## src/rtl/dls_pkg.sv

```systemverilog
package dls_pkg;

  localparam logic [3:0] WR_OPCODE = 4'b1101;

  typedef enum logic [1:0] {
    ST_IDLE,
    ST_PLAN,
    ST_GATHER,
    ST_EMIT
  } dls_state_e;

  // byte-enable nibble placed in mask order: enable bit 0 lands on the top mask bit
  function automatic logic [3:0] flip_be(input logic [3:0] be);
    return {be[0], be[1], be[2], be[3]};
  endfunction

endpackage

```

## src/rtl/dls_plan.sv

```systemverilog
// Chooses the shape of the next segment from the current dword offset in the line.
module dls_plan #(
  parameter int LEN_W   = 11,
  parameter int LINE_DW = 16,
  parameter int OFS_W   = 4,
  parameter int CNT_W   = 5
) (
  input  logic [OFS_W-1:0] ofs,
  input  logic [LEN_W-1:0] rem,
  input  logic [3:0]       last_be,
  output logic             full,
  output logic [CNT_W-1:0] cnt
);

  logic aligned;
  logic many;
  logic exact;

  assign aligned = (ofs == '0);
  assign many    = rem > LEN_W'(LINE_DW);
  assign exact   = (rem == LEN_W'(LINE_DW)) && (&last_be);
  assign full    = aligned && (many || exact);

  always_comb begin
    if (full)
      cnt = CNT_W'(LINE_DW);
    else if (!ofs[0] && (rem >= LEN_W'(2)))
      cnt = CNT_W'(2);
    else
      cnt = CNT_W'(1);
  end

endmodule

```

## src/rtl/dls_lane.sv

```systemverilog
// Mask nibble for one dword of an 8-byte write.
module dls_lane
  import dls_pkg::*;
(
  input  logic       is_first,
  input  logic       is_final,
  input  logic [3:0] first_be,
  input  logic [3:0] last_be,
  output logic [3:0] nib
);

  always_comb begin
    if (is_first)
      nib = flip_be(first_be);
    else if (is_final)
      nib = flip_be(last_be);
    else
      nib = 4'hF;
  end

endmodule

```

## src/rtl/dls_route.sv

```systemverilog
// Address hash and bank-index remap for one outgoing write.
module dls_route #(
  parameter int ADDR_W   = 40,
  parameter int BANK_LSB = 6,
  parameter int BANK_W   = 3
) (
  input  logic [ADDR_W-1:0] addr,
  input  logic              hash_en,
  input  logic              pbank_en,
  input  logic [3:0]        pbank_code,
  output logic [ADDR_W-1:0] addr_hashed,
  output logic [BANK_W-1:0] bank,
  output logic              code_bad
);

  logic [BANK_W-1:0] raw;
  assign raw = addr[BANK_LSB +: BANK_W];

  always_comb begin
    addr_hashed = addr;
    if (hash_en && !addr[ADDR_W-1]) begin
      addr_hashed[17:13] = addr[32:28] ^ addr[17:13];
      addr_hashed[12:11] = addr[19:18] ^ addr[12:11];
    end
  end

  always_comb begin
    bank     = raw;
    code_bad = 1'b0;
    if (pbank_en) begin
      case (pbank_code)
        4'b0001: bank[2:1] = 2'b00;
        4'b0010: bank[2:1] = 2'b01;
        4'b0011: bank[2]   = 1'b0;
        4'b0100: bank[2:1] = 2'b10;
        4'b0101: bank[2:1] = {raw[1], 1'b0};
        4'b0110: bank[2:1] = {raw[1], ~raw[1]};
        4'b1000: bank[2:1] = 2'b11;
        4'b1001: bank[2:1] = {raw[1], raw[1]};
        4'b1010: bank[2:1] = {raw[1], 1'b1};
        4'b1100: bank[2:1] = {1'b1, raw[1]};
        4'b1111: bank      = raw;
        default: code_bad  = 1'b1;
      endcase
    end
  end

endmodule

```

## src/rtl/dma_line_splitter.sv

```systemverilog
module dma_line_splitter
  import dls_pkg::*;
#(
  parameter int ADDR_W     = 40,
  parameter int LEN_W      = 11,
  parameter int TAG_W      = 8,
  parameter int LINE_BYTES = 64,
  parameter int BANK_W     = 3
) (
  input  logic                    clk,
  input  logic                    rst,
  input  logic                    hash_en,
  input  logic                    pbank_en,
  input  logic [3:0]              pbank_code,
  input  logic                    req_valid,
  output logic                    req_ready,
  input  logic [ADDR_W-1:0]       req_addr,
  input  logic [LEN_W-1:0]        req_len,
  input  logic [3:0]              req_first_be,
  input  logic [3:0]              req_last_be,
  input  logic [TAG_W-1:0]        req_tag,
  input  logic                    pl_valid,
  output logic                    pl_ready,
  input  logic [31:0]             pl_data,
  output logic                    out_valid,
  input  logic                    out_ready,
  output logic                    out_full,
  output logic [ADDR_W-1:0]       out_addr,
  output logic [BANK_W-1:0]       out_bank,
  output logic [TAG_W-1:0]        out_tag,
  output logic [3:0]              out_opcode,
  output logic [7:0]              out_mask,
  output logic [LINE_BYTES*8-1:0] out_data,
  output logic                    out_last,
  output logic                    bank_err
);

  localparam int LINE_DW   = LINE_BYTES / 4;
  localparam int LINE_BITS = LINE_BYTES * 8;
  localparam int OFS_W     = $clog2(LINE_DW);
  localparam int BANK_LSB  = $clog2(LINE_BYTES);
  localparam int DWA_W     = ADDR_W - 2;
  localparam int CNT_W     = $clog2(LINE_DW + 1);

  dls_state_e          state;
  logic [DWA_W-1:0]    cur_dw;
  logic [DWA_W-1:0]    seg_dw;
  logic [LEN_W-1:0]    rem;
  logic [3:0]          fbe_q;
  logic [3:0]          lbe_q;
  logic [TAG_W-1:0]    tag_q;
  logic                is_first;
  logic                drop_q;
  logic                seg_full;
  logic                seg_last;
  logic [CNT_W-1:0]    seg_cnt;
  logic [CNT_W-1:0]    got;
  logic [1:0][3:0]     pnib;

  logic                plan_full;
  logic [CNT_W-1:0]    plan_cnt;
  logic [3:0]          nib;
  logic                pl_fire;
  logic                out_free;
  logic                seg_clr;
  logic [OFS_W-1:0]    slot;
  logic [ADDR_W-1:0]   seg_addr;
  logic [ADDR_W-1:0]   hashed;
  logic [BANK_W-1:0]   bank_sel;
  logic                code_bad;
  logic [LINE_DW-1:0][31:0] words;
  logic [LINE_BITS-1:0] line_word;
  logic [LINE_BITS-1:0] data_next;

  assign req_ready = (state == ST_IDLE);
  assign out_free  = !out_valid || out_ready;
  assign pl_ready  = (state == ST_GATHER) && out_free;
  assign pl_fire   = pl_valid && pl_ready;
  assign seg_clr   = (state == ST_PLAN);
  assign slot      = seg_full ? got[OFS_W-1:0] : OFS_W'(cur_dw[0]);

  dls_plan #(
    .LEN_W  (LEN_W),
    .LINE_DW(LINE_DW),
    .OFS_W  (OFS_W),
    .CNT_W  (CNT_W)
  ) u_plan (
    .ofs    (cur_dw[OFS_W-1:0]),
    .rem    (rem),
    .last_be(lbe_q),
    .full   (plan_full),
    .cnt    (plan_cnt)
  );

  dls_lane u_lane (
    .is_first(is_first),
    .is_final(rem == LEN_W'(1)),
    .first_be(fbe_q),
    .last_be (lbe_q),
    .nib     (nib)
  );

  // one dword register per line slot; partial writes use slots 0 (upper) and 1 (lower)
  for (genvar k = 0; k < LINE_DW; k++) begin : g_slot
    logic [31:0] word_q;
    always_ff @(posedge clk) begin
      if (seg_clr)
        word_q <= '0;
      else if (pl_fire && (slot == OFS_W'(k)))
        word_q <= pl_data;
    end
    assign words[k] = word_q;
    assign line_word[LINE_BITS-1-32*k -: 32] = word_q;
  end

  assign data_next = seg_full ? line_word : LINE_BITS'({words[0], words[1]});
  assign seg_addr  = seg_full ? {seg_dw[DWA_W-1:OFS_W], {(OFS_W+2){1'b0}}}
                              : {seg_dw[DWA_W-1:1], 3'b000};

  dls_route #(
    .ADDR_W  (ADDR_W),
    .BANK_LSB(BANK_LSB),
    .BANK_W  (BANK_W)
  ) u_route (
    .addr       (seg_addr),
    .hash_en    (hash_en),
    .pbank_en   (pbank_en),
    .pbank_code (pbank_code),
    .addr_hashed(hashed),
    .bank       (bank_sel),
    .code_bad   (code_bad)
  );

  always_ff @(posedge clk) begin
    if (rst) begin
      state      <= ST_IDLE;
      cur_dw     <= '0;
      seg_dw     <= '0;
      rem        <= '0;
      fbe_q      <= '0;
      lbe_q      <= '0;
      tag_q      <= '0;
      is_first   <= 1'b0;
      drop_q     <= 1'b0;
      seg_full   <= 1'b0;
      seg_last   <= 1'b0;
      seg_cnt    <= '0;
      got        <= '0;
      pnib       <= '0;
      out_valid  <= 1'b0;
      out_full   <= 1'b0;
      out_addr   <= '0;
      out_bank   <= '0;
      out_tag    <= '0;
      out_opcode <= '0;
      out_mask   <= '0;
      out_data   <= '0;
      out_last   <= 1'b0;
      bank_err   <= 1'b0;
    end else begin
      if (out_valid && out_ready)
        out_valid <= 1'b0;
      case (state)
        ST_IDLE: begin
          if (req_valid) begin
            cur_dw   <= req_addr[ADDR_W-1:2];
            rem      <= req_len;
            fbe_q    <= req_first_be;
            lbe_q    <= req_last_be;
            tag_q    <= req_tag;
            is_first <= 1'b1;
            drop_q   <= (req_len == LEN_W'(1)) && (req_first_be == 4'h0);
            state    <= ST_PLAN;
          end
        end
        ST_PLAN: begin
          seg_dw   <= cur_dw;
          seg_full <= plan_full;
          seg_cnt  <= plan_cnt;
          seg_last <= plan_full;
          got      <= '0;
          pnib     <= '0;
          state    <= ST_GATHER;
        end
        ST_GATHER: begin
          if (pl_fire) begin
            cur_dw   <= cur_dw + DWA_W'(1);
            rem      <= rem - LEN_W'(1);
            is_first <= 1'b0;
            got      <= got + CNT_W'(1);
            if (!seg_full)
              pnib[cur_dw[0]] <= nib;
            if ((rem == LEN_W'(1)) || (&cur_dw[OFS_W-1:0]))
              seg_last <= 1'b1;
            if ((got + CNT_W'(1)) == seg_cnt)
              state <= ST_EMIT;
          end
        end
        ST_EMIT: begin
          if (out_free) begin
            if (!drop_q) begin
              out_valid  <= 1'b1;
              out_full   <= seg_full;
              out_addr   <= hashed;
              out_bank   <= bank_sel;
              out_tag    <= tag_q;
              out_opcode <= WR_OPCODE;
              out_mask   <= seg_full ? 8'h00 : {pnib[0], pnib[1]};
              out_data   <= data_next;
              out_last   <= seg_last;
              if (code_bad)
                bank_err <= 1'b1;
            end
            state <= (rem == '0) ? ST_IDLE : ST_PLAN;
          end
        end
        default: state <= ST_IDLE;
      endcase
    end
  end

endmodule

```

## config.mk

```make
export PLATFORM = sky130hd
export DESIGN_NAME = dma_line_splitter
export DESIGN_NICKNAME = d
export VERILOG_FILES = /design/src/rtl/dls_pkg.sv /design/src/rtl/dls_plan.sv /design/src/rtl/dls_lane.sv /design/src/rtl/dls_route.sv /design/src/rtl/dma_line_splitter.sv
export SDC_FILE = /design/constraint.sdc
export NUM_CORES = 2
export LEC_CHECK = 0
export ABC_AREA = 1
export BUFFER_PORTS_ARGS = -buffer_cell sky130_fd_sc_hd__clkbuf_2
export CORE_UTILIZATION = 50
export CTS_CLUSTER_DIAMETER = 80
export CTS_CLUSTER_SIZE = 10
export DETAILED_ROUTE_END_ITERATION = 6
export GPL_TIMING_DRIVEN = 0
export PLACE_DENSITY_LB_ADDON = 0.15
export SLEW_MARGIN = 5
export SYNTH_ARGS = -nofsm -noshare
export SYNTH_HDL_FRONTEND = slang
export SYNTH_HIERARCHICAL = 1
export SYNTH_SLANG_ARGS = --single-unit
```

## constraint.sdc

```tcl
create_clock -name clk -period 4.1 [get_ports clk]
set_input_delay 0.41 -clock clk [delete_from_list [all_inputs] [get_ports clk]]
set_output_delay 0.41 -clock clk [all_outputs]
set_load 0.01 [all_outputs]
```

==> results.sh <==
export IMPL_fp_coreArea_um2=90400
export IMPL_report_final_hold_viol_count=0
export IMPL_mostFrequentLayoutCells="sky130_fd_sc_hd__nor2_1 (1350), sky130_fd_sc_hd__dfxtp_1 (1214), sky130_fd_sc_hd__nand2_1 (877), sky130_fd_sc_hd__clkbuf_2 (654), sky130_fd_sc_hd__o21ai_0 (650)"
export IMPL_postSynthRegisterBits=1214
export IMPL_timing_reg2reg_worst_path_depth=8
export IMPL_cts_tree="built"
export IMPL_dominant_combinational_cell_family_by_area_after_synthesis="simple AND/OR/NAND/NOR gates"
export IMPL_post_detailed_route_drc_marker_count=2
export IMPL_min_path_type="in2reg"
export IMPL_fin_skew_ns=0.0244
export IMPL_grt_ovfl_total=0
export IMPL_area_share_of_and_or_nand_nor_cells_after_synthesis=0.247
export IMPL_finalWorstPathRequiredPeriod_ns=3.55
export IMPL_max_vdd_ir_drop_v=0.000417
export IMPL_antenna_left=0
export IMPL_synth_xor_area_frac=0.00344
export IMPL_worst_slew_margin_rel=0.0110
export IMPL_crit_reg2reg_capture="g_slot[13].word_q[31]"
export IMPL_synthToLayoutAreaGrowth_pct=19.5
export IMPL_drt_first_pass_iters=7
export IMPL_dieHeight_um=305
export IMPL_avgRoutedWirePerCell_um=21.8
export IMPL_cts_buffers=139
export IMPL_initialDrtViolationCount=5074
export IMPL_die_w_um=305
export IMPL_reg2reg_slack_ns=0.87
export IMPL_cts_sinks=1214
export IMPL_setup_viol_count_final=0
export IMPL_cts_htree_levels=4
export IMPL_synth_cell_type_count=42
export IMPL_switching_part_of_the_total=0.354
export IMPL_synth_cell_area_um2=45800
export IMPL_drt_vias_per_instance=5.65
export IMPL_gp_congestion=0.975
export IMPL_static_leakage_power_uw=0.0229
export IMPL_ff_latch_area_um2=24300
export IMPL_worst_skew_pair_late_latency_ns=0.75
export IMPL_setup_tns_final_ns=0
export IMPL_drv_max_cap_violation_count=0
export IMPL_critical_path_reg2reg_startpoint="state[1]"
export IMPL_power_net_switching_uw=11600
export IMPL_total_area_of_multi_input_combinational_cells_um2=18600
export IMPL_clk_transition_reported_paths_ns=0.07
export IMPL_power_frac_clock=0.337
export IMPL_finalCritPeriodShare=0.867
export IMPL_clock_tree_root_cell="sky130_fd_sc_hd__clkbuf_16"
export IMPL_syn_area_per_cell_um2=7.53
export IMPL_crit_arrival_ns=3.14
export IMPL_dr_total_vias=45900
export IMPL_share_comb_of_total_power=0.249
export IMPL_die_area_um2=92800
export IMPL_critical_path_startpoint_type="register"
export IMPL_mux_contribution_to_synthesized_area=0
export IMPL_status="finished, violations left"
export IMPL_total_power_uw=32800
export IMPL_power_density_nw_per_um2=599
export IMPL_failed_checks="DRC"
export IMPL_startpoint="state[0]"
export IMPL_starting_utilization_of_the_core_area=0.507
export IMPL_grt_pass1_vias=42800
export IMPL_p_seq_frac=0.414
export IMPL_placementRows=110
export IMPL_io_pins=691
export IMPL_global_route_wire_length_before_repair_um=260000
export IMPL_mostFrequentLayoutCell="sky130_fd_sc_hd__nor2_1"
export IMPL_synth_compound_gate_area_share=0.154
export IMPL_final_layout_size_suffix_gt1_frac=0.155
export IMPL_numPortBuffers=654
export IMPL_postRouteWirelength_um=177000
export IMPL_dpl_hpwl_um=126000
export IMPL_rsz0062_at_grt="no"
export IMPL_seq_area_frac_synth=0.531
export IMPL_clock_path_buffers=3
export IMPL_finish_net_count=7037
export IMPL_slew_at_the_pin_with_the_worst_max_slew_slack_ns=1.48
export IMPL_antenna_found_initial=6
export IMPL_fmax_ghz=0.281
export IMPL_layout_filler_cell_count=8480
export IMPL_internal_power_uw=21200
export IMPL_synth_warnings=6
export IMPL_grtUsageTotal=0.369
export IMPL_critPathRequiredTime_ns=3.69
export IMPL_synthesis_instances=6082
export IMPL_worstSetupEndpointType="output port"
export IMPL_grt_max_degree=17
export IMPL_setup_worst_path_end="pl_ready"
export IMPL_kind_of_critical_path="reg2out"
export IMPL_cts_repair_timing_setup_buffer_count=0
export IMPL_synthAdderAreaFrac=0.00219
export IMPL_timing_max_transition_violations_final=0
export IMPL_timing_critical_path_fanout_max=10
[power groups by stage]
stage	combinational (µW)	clock (µW)	sequential, µW
5_1_grt	8820	11600	13700
4_1_cts	7940	11100	13500
3_3_place_gp	7780	0	13800
6_report	8160	11000	13600
2_1_floorplan	4960	0	13600
3_5_place_dp	7870	0	13800
[how the worst min path moves through the flow]
| stage | endpoint | slack (ns) | start | cells past startpoint |
|---|---|---|---|---|
| 2_1_floorplan | out_last | 0.43 | seg_last | 2 |
| 3_3_place_gp | bank_err | 0.44 | bank_err | 2 |
| 3_5_place_dp | out_data[472] | 0.45 | out_data[472] | 2 |
| 4_1_cts | cur_dw[27] | 0.001 | req_addr[29] | 5 |
| 5_1_grt | cur_dw[18] | 0.06 | req_addr[20] | 4 |
| 6_report | cur_dw[18] | 0.04 | req_addr[20] | 4 |
[routing by layer]
metal,GRT usage,vias up,part of all wire
li1,-,21500,-
met5,0,-,0.00014
met3,0.0894,515,0.099
met1,0.472,21600,0.40
met2,0.571,2188,0.44
met4,0.207,4,0.059
[worst max-delay path, cell delays in order (launching register included)]
cell and delay (ns):
sky130_fd_sc_hd__dfxtp_1 0.41, sky130_fd_sc_hd__inv_1 0.10, sky130_fd_sc_hd__ha_1 0.29, sky130_fd_sc_hd__inv_1 0.11
sky130_fd_sc_hd__clkbuf_1 0.51, sky130_fd_sc_hd__clkbuf_1 0.54, sky130_fd_sc_hd__nor2_1 0.24, sky130_fd_sc_hd__clkbuf_2 0.18
[cell type report]
cell class / count / share of cell area
sequential: 1214 / 0.444
multi-input combinational: 4204 / 0.341
clock buffer: 149 / 0.0675
timing repair buffer: 692 / 0.0669
buffer: 563 / 0.0454
tap: 1176 / 0.0269
inverter: 105 / 0.00720
clock inverter: 7 / 0.00133
antenna: 1 / 0.0000457
[state kept, by name (all words and copies together), names as in the netlist, 8 cells and up]
name / count
g_slot.word_q: 512
out_data: 512
out_addr: 40
cur_dw: 38
seg_dw: 37
rem: 11
out_mask: 8
out_tag: 8
pnib: 8
tag_q: 8
[through the flow]
step	instance area (µm²)	utilization	cells	setup WS (ns)	hold slack, ns
floorplan	45800	-	6086	2.20	0.430
global placement	50600	0.559	7916	1.15	0.441
detailed placement	50600	0.560	7918	1.01	0.454
CTS	54700	0.605	8110	0.639	0.00143
global route	54700	0.605	8110	0.442	0.0615
finish	54700	0.605	8111	0.547	0.0393
[cells by family after synthesis]
| family | Yosys count |
|---|---|
| and+or+nand+nor | 2793 |
| AOI/OAI and AO/OA | 1379 |
| DFF | 1214 |
| buffers and inverters | 668 |
| xor gates and xnor gates | 18 |
| adders and majority gates | 8 |
| other | 2 |
[timing repair]
action,in CTS,in global routing
gates resized for setup,0,0
hold buffers,36,0
hold endpoints to repair,36,0
[Yosys cell counts (all sizes together)]
library cell	instances	area share
o21bai	3	0.00057
o21ai	739	0.081
xor2	10	0.0019
a21oi	548	0.060
xnor2	8	0.0015
inv	103	0.0084
a31oi	72	0.0098
nor4	4	0.00082
o211ai	6	0.00098
buf	260	0.029
nor3	10	0.0015
dlygate4sd1	1	0.00019
clkinv	2	0.00016
conb	2	0.00016
clkbuf	302	0.025
nand2	882	0.073
or2	6	0.00082
a211oi	5	0.00082
nand3	498	0.055
ha	8	0.0022
o31ai	4	0.00066
dfxtp	1214	0.53
o21a	1	0.00016
and2	1	0.00014
nand3b	3	0.00049
nor2	1376	0.11
o22ai	1	0.00014
nand4	13	0.0018
(Power assumes the default switching activity.)
